File: src/rtl/asi_lock_pkg.sv
package asi_lock_pkg;

    typedef enum logic {
        ST_ACQUIRE = 1'b0,
        ST_LOCKED  = 1'b1
    } lock_state_t;

    localparam int WORD_W = 10;

endpackage

File: src/rtl/asi_run_counter.sv
module asi_run_counter #(
    parameter  int LIMIT = 32,
    localparam int CW    = $clog2(LIMIT + 1)
) (
    input  logic clk,
    input  logic rst_n,
    input  logic clr,
    input  logic inc,
    output logic run_done
);

    logic [CW-1:0] run_cnt;

    // saturating run counter, clear wins over increment
    always_ff @(posedge clk or negedge rst_n) begin
        if (!rst_n) begin
            run_cnt <= '0;
        end else if (clr) begin
            run_cnt <= '0;
        end else if (inc && (run_cnt != {CW{1'b1}})) begin
            run_cnt <= run_cnt + 1'b1;
        end
    end

    assign run_done = inc && (run_cnt == CW'(LIMIT - 1));

endmodule

File: src/rtl/asi_comma_match.sv
module asi_comma_match #(
    parameter int                 W         = 10,
    parameter logic [W-1:0]       PATTERN   = 10'b0011111010,
    parameter bit                 BOTH_POL  = 1'b1
) (
    input  logic [W-1:0] word,
    output logic         match
);

    generate
        if (BOTH_POL) begin : g_both
            assign match = (word == PATTERN) || (word == ~PATTERN);
        end else begin : g_one
            assign match = (word == PATTERN);
        end
    endgenerate

endmodule

File: src/rtl/asi_lock_detect.sv
module asi_lock_detect
    import asi_lock_pkg::*;
#(
    parameter int RUN_LEN = 32
) (
    input  logic              clk,
    input  logic              rst_n,
    input  logic              word_vld,
    input  logic              code_err,
    input  logic              disp_err,
    input  logic              trs_seen,
    input  logic              carrier_lost,
    input  logic              smpte_bypass,
    input  logic              asi_enable,
    input  logic [WORD_W-1:0] rx_word,
    output logic              asi_mode,
    output logic              comma_hit
);

    lock_state_t state_q, state_d;

    logic force_exit;
    logic word_bad;
    logic good_inc, good_clr, good_done;
    logic bad_inc,  bad_clr,  bad_done;
    logic comma_now;

    assign force_exit = trs_seen | carrier_lost | smpte_bypass | ~asi_enable;
    assign word_bad   = code_err | disp_err;

    // clean-word run, only meaningful while acquiring
    assign good_inc = word_vld & ~word_bad & ~force_exit & (state_q == ST_ACQUIRE);
    assign good_clr = force_exit | (state_q != ST_ACQUIRE) | (word_vld & word_bad) | good_done;

    // faulty-word run, only meaningful while locked
    assign bad_inc  = word_vld & word_bad & ~force_exit & (state_q == ST_LOCKED);
    assign bad_clr  = force_exit | (state_q != ST_LOCKED) | (word_vld & ~word_bad) | bad_done;

    asi_run_counter #(.LIMIT(RUN_LEN)) u_good_run (
        .clk      (clk),
        .rst_n    (rst_n),
        .clr      (good_clr),
        .inc      (good_inc),
        .run_done (good_done)
    );

    asi_run_counter #(.LIMIT(RUN_LEN)) u_bad_run (
        .clk      (clk),
        .rst_n    (rst_n),
        .clr      (bad_clr),
        .inc      (bad_inc),
        .run_done (bad_done)
    );

    asi_comma_match #(
        .W        (WORD_W),
        .PATTERN  (10'b0011111010),
        .BOTH_POL (1'b1)
    ) u_comma (
        .word  (rx_word),
        .match (comma_now)
    );

    // next-state logic
    always_comb begin
        state_d = state_q;
        if (force_exit) begin
            state_d = ST_ACQUIRE;                 // T_FORCE
        end else begin
            unique case (state_q)
                ST_ACQUIRE: if (good_done) state_d = ST_LOCKED;  // T_LOCK
                ST_LOCKED:  if (bad_done)  state_d = ST_ACQUIRE; // T_UNLOCK
                default:    state_d = ST_ACQUIRE;
            endcase
        end
    end

    // state register
    always_ff @(posedge clk or negedge rst_n) begin
        if (!rst_n) begin
            state_q <= ST_ACQUIRE;
        end else begin
            state_q <= state_d;
        end
    end

    // outputs
    always_comb begin
        asi_mode = (state_q == ST_LOCKED);
    end

    always_ff @(posedge clk or negedge rst_n) begin
        if (!rst_n) begin
            comma_hit <= 1'b0;
        end else begin
            comma_hit <= word_vld & comma_now;
        end
    end

endmodule

File: config.mk
export PLATFORM = sky130hd
export DESIGN_NAME = asi_lock_detect
export DESIGN_NICKNAME = d
export VERILOG_FILES = /design/src/rtl/asi_lock_pkg.sv /design/src/rtl/asi_run_counter.sv /design/src/rtl/asi_comma_match.sv /design/src/rtl/asi_lock_detect.sv
export SDC_FILE = /design/constraint.sdc
export NUM_CORES = 1
export LEC_CHECK = 0
export CAP_MARGIN = 20
export CORE_ASPECT_RATIO = 1.2
export CORE_MARGIN = 3
export CORE_UTILIZATION = 45
export CTS_CLUSTER_SIZE = 14
export DETAILED_ROUTE_END_ITERATION = 7
export HOLD_SLACK_MARGIN = 0.15
export PLACE_DENSITY = 0.83
export SKIP_LAST_GASP = 1
export SLEW_MARGIN = 20
export SYNTH_ARGS = -nofsm -noshare
export SYNTH_HDL_FRONTEND = slang
export SYNTH_HIERARCHICAL = 1
export SYNTH_SLANG_ARGS = --single-unit
File: constraint.sdc
create_clock -name clk -period 3.15 [get_ports clk]
set_input_delay 0.7875 -clock clk [delete_from_list [all_inputs] [get_ports clk]]
set_output_delay 0.7875 -clock clk [all_outputs]
set_load 0.01 [all_outputs]
**After elaboration in Yosys (flattened, before gate mapping)**

Cells that the tools add are included.

- Bits in registers: 14
- Output and inout bits: 2
- Word-level logic and storage cells: 48

- Add/sub/neg operators: 2
- Equality and inequality tests: 6
- Mux-type cells: 8
- Bitwise gates (word level): 21
- Reduce and logical (&&, ||, !) cells: 7

Operator list:

| cell | number |
|---|---|
| $mux W6 | 4 |
| $add A6 B1 Y6 const B | 2 |
| $eq A6 B5 Y1 const B | 2 |
| $ne A6 B6 Y1 const B | 2 |
| $eq A10 B10 Y1 const B | 1 |
| $eq A10 B8 Y1 const B | 1 |
| $or A1 B1 Y1 | 10 |
| $and A1 B1 Y1 | 7 |
| $logic_and A1 B1 Y1 | 4 |
| $not A1 Y1 | 4 |
| $reduce_bool A2 Y1 | 2 |
| $mux W1 | 3 |
| $pmux W1 S2 | 1 |
| $logic_or A1 B1 Y1 | 1 |

**Longest topological paths before layout**

Gate-level depths: netlist (run 1).

- Word-level depth: 10
- Gate-level depth with buffers: 11
- Gate-level depth less buffers: 9

**Hierarchy**

The synthesis (run 1) kept the hierarchy.

Modules (own cells, without submodules):

| module | instances | cells each | area each (sq um) | seq. area each (sq um) |
|---|---|---|---|---|
| asi_run_counter | 2 | 40 | 399.1 | 150.1 |
| asi_lock_detect | 1 | 14 | 148.9 | 50.0 |
| asi_comma_match | 1 | 6 | 61.3 | 0.0 |

**Worst setup path before layout (run 1)**

OpenSTA, ideal clock, no wires.

- Path type: input -> register
- From: in carrier_lost
- To: reg u_bad_run.run_cnt[0]
- Library setup time: 0.135 ns
- Arrival time: 2.329 ns
- Required time: 3.015 ns
- Path slack: 0.686 ns
- Cell stages on the path: 10
- Cell sequence: nor4b_4 o2111a_1 buf_6 nand2_1 nor3_1 nand4b_1 buf_4 nor2_1 a31oi_1 o311ai_1

- Cells in the longest elaborated chain, start to end: 9
- Elaborated cells on any way between the ends: 13
- Those cells by class: mux: 1; bitwise: 9; reduce/logical: 3

Ends and longest elaborated chain:

| item | line | text |
|---|---|---|
| start: declaration | asi_lock_detect.sv:12 | `input logic carrier_lost,` |
| $or A1 B1 Y1 * (3 in a row) | asi_lock_detect.sv:28 | `assign force_exit = trs_seen \| carrier_lost \| smpte_bypass \| ~asi_enable;` |
| $not A1 Y1 * | asi_lock_detect.sv:36 | `assign bad_inc = word_vld & word_bad & ~force_exit & (state_q == ST_LOCKED);` |
| $and A1 B1 Y1 * (2 in a row) | asi_lock_detect.sv:36 |  |
| via bad_inc | asi_lock_detect.sv:25 | `logic bad_inc, bad_clr, bad_done;` |
| $logic_and A1 B1 Y1 * | asi_run_counter.sv:25 | `assign run_done = inc && (run_cnt == CW'(LIMIT - 1));` |
| via bad_done | asi_lock_detect.sv:25 |  |
| $or A1 B1 Y1 * | asi_lock_detect.sv:37 | `assign bad_clr = force_exit \| (state_q != ST_LOCKED) \| (word_vld & ~word_bad) \| bad_done;` |
| via bad_clr | asi_lock_detect.sv:25 |  |
| $mux W6 / $reduce_bool A2 Y1 (equally long branches) | -- |  |
| end signal: assignment | asi_run_counter.sv:21 | `run_cnt <= run_cnt + 1'b1;` |
| end: declaration | asi_run_counter.sv:12 | `logic [CW-1:0] run_cnt;` |

The timed path passes the listed nets; every way through them passes the cells marked *.
A chain may end at the register's enable or synchronous reset.

**Worst setup path after layout (run 1)**

- From: in carrier_lost
- To: reg u_good_run.run_cnt[1]

- Cells in the longest elaborated chain, start to end: 9
- Elaborated cells on any way between the ends: 13
- Those cells by class: mux: 1; bitwise: 9; reduce/logical: 3

Ends and longest elaborated chain:

| item | line | text |
|---|---|---|
| $or A1 B1 Y1 * (3 in a row) | asi_lock_detect.sv:28 |  |
| $not A1 Y1 * | asi_lock_detect.sv:32 | `assign good_inc = word_vld & ~word_bad & ~force_exit & (state_q == ST_ACQUIRE);` |
| $and A1 B1 Y1 * (2 in a row) | asi_lock_detect.sv:32 |  |
| via good_inc | asi_lock_detect.sv:24 | `logic good_inc, good_clr, good_done;` |
| $logic_and A1 B1 Y1 * | asi_run_counter.sv:25 |  |
| via good_done | asi_lock_detect.sv:24 |  |
| $or A1 B1 Y1 * | asi_lock_detect.sv:33 | `assign good_clr = force_exit \| (state_q != ST_ACQUIRE) \| (word_vld & word_bad) \| good_done;` |
| via good_clr | asi_lock_detect.sv:24 |  |
| $mux W6 / $reduce_bool A2 Y1 (equally long branches) | -- |  |
| end signal: assignment | asi_run_counter.sv:21 |  |
| end: declaration | asi_run_counter.sv:12 |  |

Marks and branches as above.

==> metrics.yaml, run 1 <==
gp_congestion: 0.843
ys_seq_elements: 14
setup_slack_ns: 0.401
post-route-period-util_pct: 87.3
drc: 0
portBuffers: 20
grt_pass1_vias: 940
finalSetupViolations: 0
antenna_cells: 0
critPathLaunch: "carrier_lost"
grtUsageTotal_pct: 18.1
numCtsBuffers: 3
via_count: 903
place_ws_ns: 0.0945
cts_root_buffer: "clkbuf_4"
syn-instance-count: 100
antenna_found_initial: 0
grt_overflow_total: 0
cp-end-kind: "flop"
required_ns: 3.30
rr_startpoint: "asi_mode"
start_util_pct: 48.1
max-vdd-ir-drop_mv: 0.216
post_cts_buffers: 0
holdCritStartpoint: "u_bad_run/run_cnt[4]"
skew_ns: 0.00137
ctsResizeCount: 0
place_area_um2: 1250
ys.warnings.count: 6
worst_pin_slew_ns: 0.637
syn-num-nets: 121
cp-endpoint: "u_good_run/run_cnt[1]"
layout.cells.non_filler: 154
viasPerCell: 5.86
h-tree-depth: 1
power_density_nw_per_um2: 245
min_period_ns: 2.75
nFillCells: 192
ios: 21
clock_latency_ns: 0.27
area_growth_pct: 25.8
holdBufCountCts: 0
synthFlopType: "dfrtp_1"
critPathArrivalTime_ns: 2.90
synth-seq-area-share_pct: 34.7
fin_util_pct: 60.6
crit_type: "in -> reg"
reg2reg_depth: 9
wl_per_cell_um: 14.7
synth_area_um2: 1010
worstPathCellList: "clkdlybuf4s50_1 -> nor4b_4 -> and3_2 -> nand2_1 -> nor3_1 -> nor2_1 -> nand3_1 -> nor2b_1 -> a31oi_1 -> o311ai_1"
synth_cell_types: 36
layout-drive-gt1-share_pct: 21.8
grt_max_degree: 15
slowest_stage: "clkdlybuf4s50_1"
drt_iter0_markers: 10
rrSetupSlack_ns: 1.15
ant_nets: 0
die_area_um2: 2850
critPathMaxFanout: 8
rr_endpoint: "u_good_run/run_cnt[1]"
max_freq_ghz: 0.364
clockBufferDepth: 2
final_nets: 147
cp_top_family: "simple AND/OR/NAND/NOR gates"
die_height_um: 57.9
placedCellCount: 151
dp_hpwl_mm: 1.84
cp-start-kind: "input port"
slew_viol_final: 0
status: "complete, no violations"
power.leakage_nw: 0.485
cts_tree: "built"
synth.avg_cell_area_um2: 10.1
synth-edff-count: 0
die_x_um: 49.2
slew_headroom_pct: 57.4
grt_pass1_wl_mm: 4.05
crit_buf_inv: 1
finalHoldViolCount: 0
final_area_um2: 1270
crit_cells: 10
design.core.area_um2: 2090
fin_tns_setup_ns: 0
holdCritPathClass: "reg -> reg"
regArea_um2: 350
clk_pin_slew_ns: 0.08
rows: 18
slowest_delay_ns: 0.44
wirelength_mm: 2.27
drt_pass1_iterations: 5
grt_setup_unrepaired: "no"
drv_cap: 0
multiInputGateArea_um2: 621
cts_num_sinks: 14
async_flop_share_pct: 100
-- cells in the final DEF, fill, tap and decap left out, types with 3 or more instances in the layout --
| cell | instances |
|---|---|
| nor3_1 | 7 |
| dfrtp_1 | 14 |
| nand2_1 | 5 |
| and3_2 | 3 |
| nand3_1 | 7 |
| nor3b_1 | 4 |
| clkdlybuf4s50_1 | 20 |
| a31oi_1 | 4 |
| nor2_1 | 5 |
| buf_4 | 5 |
| o311ai_1 | 4 |
| nand2b_1 | 4 |
| clkbuf_4 | 3 |
| a21oi_1 | 4 |
-- Yosys cell counts (3+ instances only) --
cell | count | area (um^2)
nor3_1 | 7 | 35.0
nor2_1 | 5 | 18.8
nand3_1 | 7 | 35.0
a31oi_1 | 4 | 25.0
nor3b_1 | 4 | 30.0
nand2b_1 | 4 | 25.0
a21oi_1 | 4 | 20.0
o311ai_1 | 4 | 35.0
nand2_1 | 5 | 18.8
dfrtp_1 | 14 | 350
and3_2 | 3 | 22.5
-- cell families (layout without fill, tap and decap cells) --
family,count (synthesis),in the layout,synth area share (%)
adder cells (fa/ha/maj),2,2,2.48
AND/OR/NAND/NOR,57,57,39.5
flip-flops,14,14,34.7
buffers and inverters,4,28,3.72
AO/OA/AOI/OAI,23,23,19.6
-- stage by stage --
step                power [mW]  hold slack (ns)
finish                   0.311            0.618
CTS                      0.318            0.621
floorplan                0.189            0.492
global placement         0.219            0.590
global route             0.329            0.669
detailed placement       0.220            0.610
-- worst reg2reg max path: stages, from the launching register on --
cell      delay [ns]
dfrtp_1         0.44
nor3_1          0.18
and3_2          0.20
nand2_1         0.05
nor3_1          0.20
nor2_1          0.09
nand3_1         0.27
nor2b_1         0.11
a31oi_1         0.20
o311ai_1        0.12
-- sequential cells by signal, indices dropped and copies added, names as in the netlist --
signal and count:
asi_mode 1, u_good_run/run_cnt 6, u_bad_run/run_cnt 6, comma_hit 1
-- how the worst min path moves through the flow --
stage | endpoint | slack [ns] | depth (start not counted)
after global routing | u_bad_run/run_cnt[1] | 0.67 | 2
after detailed placement | u_bad_run/run_cnt[3] | 0.61 | 2
after global placement | u_bad_run/run_cnt[4] | 0.59 | 2
after floorplan | asi_mode | 0.49 | 0
final | u_bad_run/run_cnt[4] | 0.62 | 2
after CTS | u_bad_run/run_cnt[4] | 0.62 | 2
-- power breakdown --
part / internal [mW] / switching (mW) / total [mW]
Sequential: 0.180 / 0.0000208 / 0.180
Clock: 0.0442 / 0.0513 / 0.0955
Combinational: 0.0235 / 0.0125 / 0.0360
-- final cells by class --
cell class,count,share of cell area (%)
Multi-Input combinational cell,82,48.9
Tap cell,30,2.96
Timing Repair Buffer,25,18.7
Clock buffer,3,1.78
Sequential cell,14,27.6
-- per-layer routing --
metal  up-vias  routed length (um)  part of all wire (%)  GRT usage, %
met3         2                  47                   2.1          2.83
met2         9                1360                    60          36.0
met5         -                   0                     0             0
met4         0                   6                  0.26          6.50
met1       446                 853                    38          18.8
li1        446                   -                     -             -
Note: power is estimated with default switching activity, not from simulation.
==> inputs of run 2 (changes only) <==
- CORE_ASPECT_RATIO: 1.2 -> unset
==> run 2 against run 1 <==
Compared with the run above:
- maximum frequency decreased by 1.0%
- clock skew increased by 0.0020 ns
- first-iteration DRC count increased to 3.1 times the previous value
- final area increased by 0.79%
- utilization increased by 2.0 points
==> metrics.yaml, run 2 (synthesized netlist as in run 1, its figures left out) <==
status: "complete, no violations"  # unchanged
layout_commonest_cell: "clkdlybuf4s50_1"  # unchanged
grt_max_degree: 15  # unchanged
rows: 16  # was 18
final_cell_mix: "clkdlybuf4s50_1, dfrtp_1, nor3_1, nand3_1"  # unchanged
critPathArrivalTime_ns: 2.94  # was 2.90 ns
drc: 0  # unchanged
wirelength_mm: 2.40  # was 2.27 mm
grt_overflow_total: 0  # unchanged
portBuffers: 20  # unchanged
grtUsageTotal_pct: 19.7  # was 18.1%
final_nets: 147  # unchanged
use_met2_pct: 36.5  # was 36.0%
finalHoldViolCount: 0  # unchanged
max-vdd-ir-drop_mv: 0.291  # was 0.216 mV
cp-start-kind: "input port"  # unchanged
use_met3_pct: 6.20  # was 2.83%
slowest_delay_ns: 0.44  # about the same
crit_top_cell: "nor2_1"
dp_hpwl_mm: 1.88  # was 1.84 mm
cts_num_sinks: 14  # unchanged
wl_per_cell_um: 15.8  # was 14.7 um
drt_pass1_iterations: 6  # was 5
worst_pin_slew_ns: 0.627  # was 0.637 ns
largestRegisters: "u_bad_run/run_cnt: 6 flops, u_good_run/run_cnt: 6 flops"  # unchanged
grt_util_met1_pct: 21.2  # was 18.8%
start_util_pct: 49.4  # was 48.1%
clock_latency_ns: 0.28  # was 0.27 ns
die_x_um: 53.3  # was 49.2 um
critPathMaxFanout: 8  # unchanged
ctsResizeCount: 0  # unchanged
drv_cap: 0  # unchanged
cp-end-kind: "flop"  # unchanged
max_freq_ghz: 0.360  # was 0.364 GHz
post-route-period-util_pct: 88.2  # was 87.3%
slew_viol_final: 0  # unchanged
die_height_um: 53.3  # was 57.9 um
design.core.area_um2: 2040  # was 2090 um^2
layout-drive-gt1-share_pct: 22.4  # was 21.8%
viasPerCell: 6.14  # was 5.86
regArea_um2: 350  # unchanged
crit_type: "in -> reg"  # unchanged
clockBufferDepth: 2  # unchanged
ant_nets: 0  # unchanged
die_area_um2: 2850  # about the same
numCtsBuffers: 3  # unchanged
nFillCells: 178  # was 192
required_ns: 3.31  # was 3.30 ns
fin_tns_setup_ns: 0  # unchanged
slew_headroom_pct: 58.0  # was 57.4%
clk_pin_slew_ns: 0.09  # was 0.08 ns
slowest_stage: "clkdlybuf4s50_1"  # unchanged
finalSetupViolations: 0  # unchanged
multiInputGateArea_um2: 621  # unchanged
h-tree-depth: 1  # unchanged
cts_tree: "built"  # unchanged
worstPathCellList: "clkdlybuf4s50_1 -> nor4b_4 -> and3_2 -> nand2_1 -> nor3_1 -> nor2_1 -> nand3_1 -> nor2_1 -> a31oi_1 -> o311ai_1"  # was clkdlybuf4s50_1 -> nor4b_4 -> and3_2 -> nand2_1 -> nor3_1 -> nor2_1 -> nand3_1 -> nor2b_1 -> a31oi_1 -> o311ai_1
min_period_ns: 2.78  # was 2.75 ns
ios: 21  # unchanged
grt_pass1_wl_mm: 4.09  # was 4.05 mm
holdCritPathClass: "reg -> reg"  # unchanged
power.leakage_nw: 0.492  # was 0.485 nW
power_density_nw_per_um2: 270  # was 245 nW/um^2
drt_iter0_markers: 31  # was 10
busiest_layer: "met2"  # unchanged
gp_congestion: 0.827  # was 0.843
area_growth_pct: 26.8  # was 25.8%
via_count: 934  # was 903
holdWs_ns: 0.614  # was 0.618 ns
cts_root_buffer: "clkbuf_4"  # unchanged
antenna_cells: 0  # unchanged
post_cts_buffers: 0  # unchanged
skew_ns: 0.00333  # was 0.00137 ns
grt_pass1_vias: 921  # was 940
grt_setup_unrepaired: "no"  # unchanged
antenna_found_initial: 0  # unchanged
holdBufCountCts: 0  # unchanged
==> run 2: layout make-up <==
type                            instances  share of cell area (%)
Multi-Input combinational cell         82                    48.5
Sequential cell                        14                    27.4
Timing Repair Buffer                   25                    18.6
Clock buffer                            4                    2.84
Tap cell                               27                    2.64
==> run 2: layer usage <==
metal / wire (um) / share of wire [%]
met1: 989 / 41
met2: 1290 / 53
met4: 19 / 0.79
met5: 0 / 0
met3: 108 / 4.5
==> run 2: stage by stage <==
step	std cells	power, mW	worst slack [ns]	utilization (%)	instance area, um^2
finish	152	0.346	0.373	62.6	1280
global route	152	0.366	0.170	62.6	1280
CTS	152	0.350	0.385	62.6	1280
detailed placement	148	0.220	0.103	60.8	1240
global placement	148	0.219	0.214	60.8	1240
floorplan	100	0.189	0.686	-	1010
==> run 2: power by group <==
group	leakage (nW)	switching (mW)	internal (mW)	total, mW
logic	0.276	0.0130	0.0235	0.0366
registers	0.196	0.0000213	0.180	0.180
clock network	0.0210	0.0594	0.0703	0.130
total	0.492	0.0725	0.273	0.346
==> run 2: path summary, 6_finish.rpt <==
kind,startpoint,endpoint,slack [ns],cells after the start
hold / removal,u_bad_run/run_cnt[4],u_bad_run/run_cnt[4],0.61,2
hold reg to reg,u_bad_run/run_cnt[4],u_bad_run/run_cnt[4],0.61,2
setup reg to reg,u_good_run/run_cnt[0],u_good_run/run_cnt[0],1.12,8
setup / recovery,carrier_lost,u_good_run/run_cnt[0],0.37,10
min in group asynchronous,rst_n,u_good_run/run_cnt[5],0.89,1
max in group asynchronous,rst_n,u_bad_run/run_cnt[4],1.86,1
==> run 2: critical path, delay by kind of cell <==
kind,cells,cell delay (ns)
compound gates,2,0.30
simple gates,7,1.40
buf+inv,1,0.44
==> inputs of run 3 (changes only) <==
- GPL_ROUTABILITY_DRIVEN: unset -> 0
==> results of run 3 <==
The final DEF is identical to that of run 2; final timing and power are the same.
